===== src/rtl/afs_pkg.sv =====
package afs_pkg;

   typedef enum logic [1:0] {
      MD_DUAL   = 2'b00,
      MD_LONG   = 2'b01,
      MD_BYTE   = 2'b10,
      MD_STROBE = 2'b11
   } afs_mode_e;

   typedef enum logic [1:0] {
      ST_HUNT  = 2'd0,
      ST_CHECK = 2'd1,
      ST_LOCK  = 2'd2
   } afs_state_e;

   localparam int WIN_BITS   = 15;
   localparam int SHORT_BITS = 14;

   // further frames required before lock
   function automatic logic [1:0] verify_depth(input logic crc, input logic free);
      case ({crc, free})
         2'b10:   return 2'd0;
         2'b11:   return 2'd1;
         2'b00:   return 2'd1;
         default: return 2'd2;
      endcase
   endfunction

endpackage


===== src/rtl/afs_bit_window.sv =====
module afs_bit_window #(
   parameter int WIN = 15
) (
   input  logic           clk,
   input  logic           rst_n,
   input  logic           bit_vld,
   input  logic           bit_in,
   input  logic           sync_in,
   output logic [WIN-1:0] win,
   output logic           sync_hit,
   output logic [2:0]     byte_pos,
   output logic           aligned
);

   logic [WIN-2:0] hist_q;
   logic           sync_q;
   logic           pend_q;
   logic [2:0]     bpos_q;
   logic           algn_q;
   logic           rise;

   assign rise     = sync_in & ~sync_q;
   assign sync_hit = pend_q | rise;
   assign win      = {hist_q, bit_in};
   assign byte_pos = sync_hit ? 3'd0 : bpos_q + 3'd1;
   assign aligned  = sync_hit | algn_q;

   always_ff @(posedge clk or negedge rst_n) begin
      if (!rst_n) begin
         hist_q <= '0;
         sync_q <= 1'b0;
         pend_q <= 1'b0;
         bpos_q <= 3'd7;
         algn_q <= 1'b0;
      end else begin
         sync_q <= sync_in;
         if (bit_vld) begin
            hist_q <= win[WIN-2:0];
            pend_q <= 1'b0;
            bpos_q <= byte_pos;
            if (sync_hit) algn_q <= 1'b1;
         end else if (rise) begin
            pend_q <= 1'b1;
         end
      end
   end

endmodule


===== src/rtl/afs_pattern_match.sv =====
module afs_pattern_match
   import afs_pkg::*;
(
   input  logic [WIN_BITS-1:0] win,
   input  afs_mode_e           mode,
   input  logic                pat_b,
   input  logic                sync_hit,
   input  logic [2:0]          byte_pos,
   input  logic                aligned,
   output logic                cand
);

   // index 0: long pattern, 1: alternate pattern, 2: short byte pattern
   localparam int NPAT = 3;
   localparam logic [NPAT-1:0][WIN_BITS-1:0] PVAL = {
      15'b0_111111111111_0_1,
      15'b0_111111111111_0_1,
      15'b111111111111_0_10
   };
   localparam logic [NPAT-1:0][WIN_BITS-1:0] PCARE = {
      15'b0_111111111111_0_1,
      15'b1_111111111111_0_1,
      15'b111111111111_0_11
   };
   localparam logic [2:0] SHORT_END = 3'((SHORT_BITS - 1) % 8);

   logic [NPAT-1:0] hit;

   for (genvar g = 0; g < NPAT; g++) begin : g_pat
      assign hit[g] = ((win ^ PVAL[g]) & PCARE[g]) == '0;
   end

   always_comb begin
      unique case (mode)
         MD_STROBE: cand = sync_hit;
         MD_BYTE:   cand = hit[2] & aligned & (byte_pos == SHORT_END);
         MD_LONG:   cand = hit[0];
         default:   cand = pat_b ? hit[1] : hit[0];
      endcase
   end

endmodule


===== src/rtl/afs_verify_fsm.sv =====
module afs_verify_fsm
   import afs_pkg::*;
#(
   parameter int LEN_W    = 16,
   parameter int TMO_BITS = 27700
) (
   input  logic             clk,
   input  logic             rst_n,
   input  logic             bit_vld,
   input  logic             cand,
   input  logic             dual,
   input  logic             crc_on,
   input  logic             free_fmt,
   input  logic [LEN_W-1:0] frame_len,
   output logic             locked,
   output logic             frame_start,
   output logic             pat_b
);

   localparam int TMO_W = $clog2(TMO_BITS);
   localparam logic [TMO_W-1:0] TMO_LAST = TMO_W'(TMO_BITS - 1);

   afs_state_e       st_q;
   logic [1:0]       need_q;
   logic [LEN_W-1:0] dist_q;
   logic [LEN_W-1:0] dist_nx;
   logic [TMO_W-1:0] tmr_q;
   logic             fs_q;
   logic             patb_q;
   logic [1:0]       dep;

   assign dist_nx     = dist_q + 1'b1;
   assign dep         = verify_depth(crc_on, free_fmt);
   assign locked      = (st_q == ST_LOCK);
   assign frame_start = fs_q;
   assign pat_b       = patb_q;

   always_ff @(posedge clk or negedge rst_n) begin
      if (!rst_n) begin
         st_q   <= ST_HUNT;
         need_q <= 2'd0;
         dist_q <= '0;
         tmr_q  <= '0;
         fs_q   <= 1'b0;
         patb_q <= 1'b0;
      end else begin
         fs_q <= 1'b0;
         if (bit_vld) begin
            unique case (st_q)
               ST_HUNT: begin
                  if (cand) begin
                     dist_q <= '0;
                     tmr_q  <= '0;
                     if (dep == 2'd0) begin
                        st_q <= ST_LOCK;
                        fs_q <= 1'b1;
                     end else begin
                        st_q   <= ST_CHECK;
                        need_q <= dep;
                     end
                  end else if (dual) begin
                     if (tmr_q == TMO_LAST) begin
                        tmr_q  <= '0;
                        patb_q <= ~patb_q;
                     end else begin
                        tmr_q <= tmr_q + 1'b1;
                     end
                  end
               end
               default: begin
                  if (dist_nx == frame_len) begin
                     dist_q <= '0;
                     if (!cand) begin
                        st_q  <= ST_HUNT;
                        tmr_q <= '0;
                     end else if (st_q == ST_LOCK || need_q == 2'd1) begin
                        st_q <= ST_LOCK;
                        fs_q <= 1'b1;
                     end else begin
                        need_q <= need_q - 2'd1;
                     end
                  end else begin
                     dist_q <= dist_nx;
                  end
               end
            endcase
         end
      end
   end

endmodule


===== src/rtl/afs_sync_search.sv =====
module afs_sync_search
   import afs_pkg::*;
#(
   parameter int LEN_W    = 16,
   parameter int TMO_BITS = 27700
) (
   input  logic             clk,
   input  logic             rst_n,
   input  logic             bit_vld,
   input  logic             bit_in,
   input  logic             sync_in,
   input  logic [1:0]       mode,
   input  logic             crc_on,
   input  logic             free_fmt,
   input  logic [LEN_W-1:0] frame_len,
   output logic             locked,
   output logic             frame_start,
   output logic             mute
);

   if (LEN_W < 5) begin : g_bad_len
      $error("LEN_W must hold a frame longer than the sync window");
   end
   if (TMO_BITS < 16) begin : g_bad_tmo
      $error("TMO_BITS must be at least 16");
   end

   logic [WIN_BITS-1:0] win;
   logic                sync_hit;
   logic [2:0]          byte_pos;
   logic                aligned;
   logic                cand;
   logic                pat_b;
   afs_mode_e           md;

   assign md = afs_mode_e'(mode);

   afs_bit_window #(.WIN(WIN_BITS)) u_win (
      .clk      (clk),
      .rst_n    (rst_n),
      .bit_vld  (bit_vld),
      .bit_in   (bit_in),
      .sync_in  (sync_in),
      .win      (win),
      .sync_hit (sync_hit),
      .byte_pos (byte_pos),
      .aligned  (aligned)
   );

   afs_pattern_match u_match (
      .win      (win),
      .mode     (md),
      .pat_b    (pat_b),
      .sync_hit (sync_hit),
      .byte_pos (byte_pos),
      .aligned  (aligned),
      .cand     (cand)
   );

   afs_verify_fsm #(.LEN_W(LEN_W), .TMO_BITS(TMO_BITS)) u_fsm (
      .clk         (clk),
      .rst_n       (rst_n),
      .bit_vld     (bit_vld),
      .cand        (cand),
      .dual        (md == MD_DUAL),
      .crc_on      (crc_on),
      .free_fmt    (free_fmt),
      .frame_len   (frame_len),
      .locked      (locked),
      .frame_start (frame_start),
      .pat_b       (pat_b)
   );

   assign mute = ~locked;

endmodule


===== config.mk =====
export PLATFORM = sky130hd
export DESIGN_NAME = afs_sync_search
export DESIGN_NICKNAME = d
export VERILOG_FILES = /design/src/rtl/afs_pkg.sv /design/src/rtl/afs_bit_window.sv /design/src/rtl/afs_pattern_match.sv /design/src/rtl/afs_verify_fsm.sv /design/src/rtl/afs_sync_search.sv
export SDC_FILE = /design/constraint.sdc
export NUM_CORES = 1
export LEC_CHECK = 0
export BUFFER_PORTS_ARGS = -buffer_cell sky130_fd_sc_hd__buf_4
export CAP_MARGIN = 20
export CORE_MARGIN = 3
export CORE_UTILIZATION = 35
export DETAILED_ROUTE_END_ITERATION = 10
export HOLD_SLACK_MARGIN = 0.02
export MAX_ROUTING_LAYER = met4
export SLEW_MARGIN = 40
export SYNTH_ARGS = -nofsm -noshare
export SYNTH_HDL_FRONTEND = slang
export SYNTH_SLANG_ARGS = --single-unit

===== constraint.sdc =====
create_clock -name clk -period 2.9 [get_ports clk]
set_clock_uncertainty 0.1 [all_clocks]
set_input_delay 0.435 -clock clk [delete_from_list [all_inputs] [get_ports clk]]
set_output_delay 0.435 -clock clk [all_outputs]
set_load 0.005 [all_outputs]

# == Word level (Yosys, flattened, before mapping) ==
# Cells that the tools add are included.
# word_totals
word_cells,93
regBits,57
# classes
eq_ne,16
bitwise_logic,11
add_sub_neg,4
muxes,34
n_reduce_logical,17
# ops
cell,n
2-to-1 mux 15 bit,6
2-to-1 mux 16 bit,3
logical NOT 15 bit,3
NOT 13 bit,2
2-to-1 mux 2 bit,12
adder 16 x 1 -> 16 bit (second input constant),1
== test 16 bit,1
adder 15 x 1 -> 15 bit (second input constant),1
== test 15 bit (second input constant),1
== test 2 bit (second input constant),5
2-to-1 mux 1 bit,10
AND reduction 5 bit,2
logical NOT 2 bit,4
AND reduction 4 bit,2
!= test 2 bit (second input constant),3
== test 2 x 1 -> 1 bit (second input constant),2
NOT 1 bit,4
one-hot mux 2 bit (2 select lines),1
AND reduction 2 bit,2
nonzero test 2 bit,2
adder 3 x 1 -> 3 bit (second input constant),1
AND 1 bit,3
== test 3 bit (second input constant),1
2-to-1 mux 3 bit,1
other kinds (8),9

# == Depth between registers and ports, before layout ==
# logic_depth
ltp_word,11
mapped_depth,11

# == Cells and area by module ==
# Synthesis repeated with hierarchy kept, for this count alone.
# hier_totals
cells_unflattened,396
area_unflattened_um2,3658.5
# modules_own_cells
module,cells_per_inst,seq_area_each_um2,area_each_um2,n_inst
afs_verify_fsm,322,925.9,2725.1,1
afs_bit_window,59,504.2,827.0,1
afs_pattern_match,13,0.0,98.8,1
afs_sync_search,2,0.0,7.5,1

# == Worst setup path before layout ==
# No wires, ideal clock.
# synth_path
kind,reg-to-reg
startpoint,register u_fsm.dist_q[0]
endpoint,register u_fsm.dist_q[7]
stages_incl_launch_ff,12
t_arrival_ns,2.658
n_path_buf,2
setup_time_ns,0.118
path_slack_ns,0.024
cell_sequence,dfrtp_1 > ha_1 > buf_4 > xnor2_2 > o22ai_1 > a2111o_1 > or4_4 > or2_4 > o21ai_4 > buf_6 > o21ai_1 > a21o_1
# synth_via
elab_chain_len,4
# synth_lines
element,line,text
from (decl),afs_verify_fsm.sv:25,logic [LEN_W-1:0] dist_q;
from (signal assigned),afs_verify_fsm.sv:83,dist_q <= dist_nx;
adder 16 x 1 -> 16 bit (*),afs_verify_fsm.sv:32,assign dist_nx = dist_q + 1'b1;
== test 16 bit,afs_verify_fsm.sv:71,if (dist_nx == frame_len) begin
2-to-1 mux 16 bit (*),afs_verify_fsm.sv:71,
2-to-1 mux 16 bit (*),afs_verify_fsm.sv:49,unique case (st_q)
# Every way passes the cells marked *; elsewhere a longest branch is shown, timed or not.
# A chain may end at the register's enable or synchronous reset.

# == Final worst setup path ==
# layout_path
startpoint,register u_fsm.dist_q[0]
endpoint,register u_fsm.tmr_q[4]
# layout_via
elab_chain_len,4
# layout_lines
element,line,text
adder 16 x 1 -> 16 bit,afs_verify_fsm.sv:32,
== test 16 bit,afs_verify_fsm.sv:71,
nonzero test 2 bit (no source line),n/a,
AND reduction 4 bit (no source line),n/a,
to (signal assigned),afs_verify_fsm.sv:66,tmr_q <= tmr_q + 1'b1;
to (decl),afs_verify_fsm.sv:27,logic [TMO_W-1:0] tmr_q;
# No other way between the ends.

==> flow_metrics.py <==
metrics = {
    "sta": {
        "fin_crit_ns": 2.82,
        "rsz0062_at_grt": "yes",
        "worst-slew-pin-transition_ns": 0.741,
        "slew_headroom": 0.506,
        "post-route-period-util": 0.971,
        "slew_viol_final": 0,
        "setup_viol": 0,
        "finalHoldViolations": 0,
        "max_freq_ghz": 0.355,
    },
    "clock_tree": {
        "numCtsBuffers": 9,
        "worstSkewPairLatency_ns": 0.35,
        "clk_pin_slew_ns": 0.08,
        "cts_max_level": 3,
        "numClockSinks": 57,
        "clockBufferDepth": 2,
        "cts_tree": "done",
        "root_buffer": "clkbuf_8",
    },
    "run_status": {
        "status": "completed",
    },
    "detailed_routing": {
        "viasPerCell": 5.60,
        "antenna_left": 0,
        "vias": 3278,
        "wl_per_cell_um": 15.8,
        "drc": 0,
        "routed_wl_mm": 9.21,
        "drt-initial-drc-count": 175,
        "drtPass1Iterations": 4,
    },
    "setup_path": {
        "slowest_stage": "or4_4",
        "cp-start-kind": "flop",
        "slowest_delay_ns": 0.54,
        "cpMostUsedCell": "o21ai_0",
        "critPathCaptureType": "flop",
        "reg2reg_depth": 9,
        "crit_path_max_fanout": 8,
        "worstPathArrival_ns": 2.95,
        "reg2reg_to": "u_fsm.tmr_q[4]",
        "reg2reg_slack_ns": 0.08,
        "crit_required_ns": 3.03,
        "crit_type": "flop to flop",
        "crit_family": "compound AO/OA/AOI/OAI gates",
        "rr_startpoint": "u_fsm.dist_q[0]",
        "cp.buffers_inverters": 1,
        "path_cells": "ha_4 -> nand4_1 -> o21ai_1 -> o2111ai_1 -> or4_4 -> buf_4 -> o32a_4 -> o21ai_0 -> o21ai_0",
    },
    "final_layout": {
        "syn_to_final_growth_pct": 23.8,
        "design.final.nets": 478,
        "fin_cells": 585,
        "num_antenna_cells": 0,
        "drive_above_1_share": 0.305,
    },
    "global_route": {
        "grt_max_degree": 58,
        "grt_use_total": 0.169,
        "antenna_found_initial": 0,
        "grt_pass1_vias": 3200,
        "grt_pass1_wl_mm": 15.4,
        "overflow": 0,
    },
    "synth": {
        "syn_avg_cell_area_um2": 9.38,
        "ys_top_cells_by_area": "dfrtp_1, mux2_2, o21ai_0, nor2_1, nand2_1",
        "yosysTopAreaCellShare": 0.368,
        "synth.distinct_cells": 68,
        "synth_edf_count": 0,
        "ys_async_sr_fraction": 1.00,
        "yosysTopAreaCell": "dfrtp_1",
        "synth_area_um2": 3680,
        "ys_seq_area_frac": 0.389,
        "synth.net_count": 423,
        "ys_dominant_reg_cell": "dfrtp_1",
        "synth_warnings": 0,
        "ys_ff_latch": 57,
        "netlist_instances": 392,
    },
    "placement": {
        "place_congestion": 0.949,
        "numPortBuffers": 27,
        "dp_cells": 565,
        "hpwl_mm": 6.30,
    },
    "floorplanning": {
        "die_w_um": 108,
        "io_pins": 28,
        "fp.coreArea_um2": 10000,
        "dieArea_um2": 11800,
        "initial_core_util": 0.368,
        "rows": 36,
        "die_y_um": 108,
    },
    "min_path": {
        "hold_path_class": "primary input to asynchronous set/reset pin",
    },
    "pwr": {
        "cellPowerDensity_nw_per_um2": 625,
        "irDropWorstVdd_mv": 0.459,
        "power_leakage_nw": 1.94,
        "power_mw": 2.85,
    },
    "flow_run": {
        "cap_violations": 0,
    },
}
[layout by cell type (no fill, tap or decap), types with 6 or more instances in the layout]
| cell type | synthesis | layout |
|---|---|---|
| a21o_1 | 7 | 7 |
| a21oi_1 | 16 | 16 |
| a22o_1 | 6 | 6 |
| and3_1 | 9 | 9 |
| buf_4 | 2 | 59 |
| clkbuf_8 | 0 | 10 |
| dfrtp_1 | 54 | 50 |
| inv_1 | 10 | 10 |
| mux2_2 | 15 | 15 |
| nand2_1 | 31 | 30 |
| nand3_1 | 19 | 19 |
| nand4_1 | 12 | 12 |
| nor2_1 | 34 | 33 |
| nor3_1 | 8 | 8 |
| o21ai_0 | 27 | 24 |
| o21ai_1 | 6 | 8 |
| xnor2_1 | 11 | 9 |
| xor2_1 | 10 | 10 |
[worst reg2reg max path, stage by stage, from the launching register on]
cell and delay, ns:
dfrtp_1 0.40, ha_4 0.19, nand4_1 0.20, o21ai_1 0.27, o2111ai_1 0.14, or4_4 0.54
buf_4 0.16, o32a_4 0.43, o21ai_0 0.17, o21ai_0 0.10
[layer usage]
| layer | track usage | up-vias | share of wire |
|---|---|---|---|
| li1 | - | 1570 | - |
| met1 | 0.213 | 1605 | 0.44 |
| met2 | 0.267 | 89 | 0.49 |
| met3 | 0.0442 | 14 | 0.051 |
| met4 | 0.0487 | 0 | 0.015 |
| met5 | - | - | 0 |
[Yosys cell counts, drive strengths merged, types with 4 or more instances]
master  instances
ha              6
xnor2          13
clkbuf          5
mux2           15
buf            14
mux2i           5
a21o            7
inv            10
o22ai           5
a21oi          16
nand3          20
nor3            8
nand4          12
nor3b           5
nand2          31
xor2           10
and4            5
and3           11
nor2           34
a31oi           8
dfrtp          54
a22o            6
or3             8
and2            4
o21ai          34
[what timing repair did]
| item | in CTS | in global routing |
|---|---|---|
| cloned | 0 | 1 |
| pin swaps | 0 | 9 |
| hold buffers | 0 | 0 |
| setup buffers | 0 | 3 |
| gates resized for setup | 2 | 26 |
| endpoints found under the setup margin | 10 | 33 |
[sequential cells by signal, indices dropped and copies added (netlist names)]
signal / count
u_fsm.st_q: 2
u_win.sync_q: 1
u_fsm.dist_q: 16
u_win.pend_q: 1
u_fsm.tmr_q: 15
u_fsm.frame_start: 1
u_fsm.need_q: 2
u_win.bpos_q: 3
u_win.algn_q: 1
u_win.hist_q: 14
u_fsm.pat_b: 1
[worst max path at each step]
stage                                   to  slack, ns  cells past startpoint            start
after floorplan            u_fsm.dist_q[7]       0.02                     11  u_fsm.dist_q[0]
after detailed placement  u_fsm.dist_q[15]      -0.06                      9  u_fsm.dist_q[0]
after global placement    u_fsm.dist_q[13]       0.03                      9  u_fsm.dist_q[0]
final                       u_fsm.tmr_q[4]       0.08                      9  u_fsm.dist_q[0]
after global routing       u_fsm.need_q[0]      -0.04                     11  u_fsm.dist_q[1]
after CTS                  u_fsm.tmr_q[14]      0.003                      9  u_fsm.dist_q[0]
[per-stage QoR]
step / TNS [ns] / hold WS [ns] / area [µm²] / worst slack (ns) / util
after global placement: 0 / 0.364 / 4180 / 0.0300 / 0.418
after global routing: -0.0501 / 0.0826 / 4550 / -0.0370 / 0.455
after floorplan: 0 / 0.0394 / 3680 / 0.0237 / -
after detailed placement: -0.264 / 0.353 / 4180 / -0.0616 / 0.418
final: 0 / 0.0461 / 4550 / 0.0836 / 0.455
after CTS: 0 / 0.0717 / 4390 / 0.00282 / 0.439
[cells by family after synthesis]
kind of cell / after synthesis / synth area share
buffers and inverters: 29 / 0.0494
AND/OR/NAND/NOR: 160 / 0.247
adder cells (fa/ha/maj): 6 / 0.0204
flip-flops: 57 / 0.389
XOR/XNOR: 23 / 0.0589
AO/OA/AOI/OAI: 97 / 0.176
multiplexers: 20 / 0.0596
[final cells by class]
class	instances	area, µm²
Clock buffer	10	138
Clock inverter	6	67.6
Fill cell	1017	5450
Inverter	10	37.5
Multi-Input combinational cell	307	2200
Sequential cell	57	1440
Tap cell	133	166
Timing Repair Buffer	62	503
[power breakdown]
group          internal [mW]  switching, mW
Sequential             0.975          0.202
Combinational          0.455          0.443
Clock                  0.421          0.350
Total                   1.85          0.995
No activity file was read; power rests on OpenSTA's default activity.
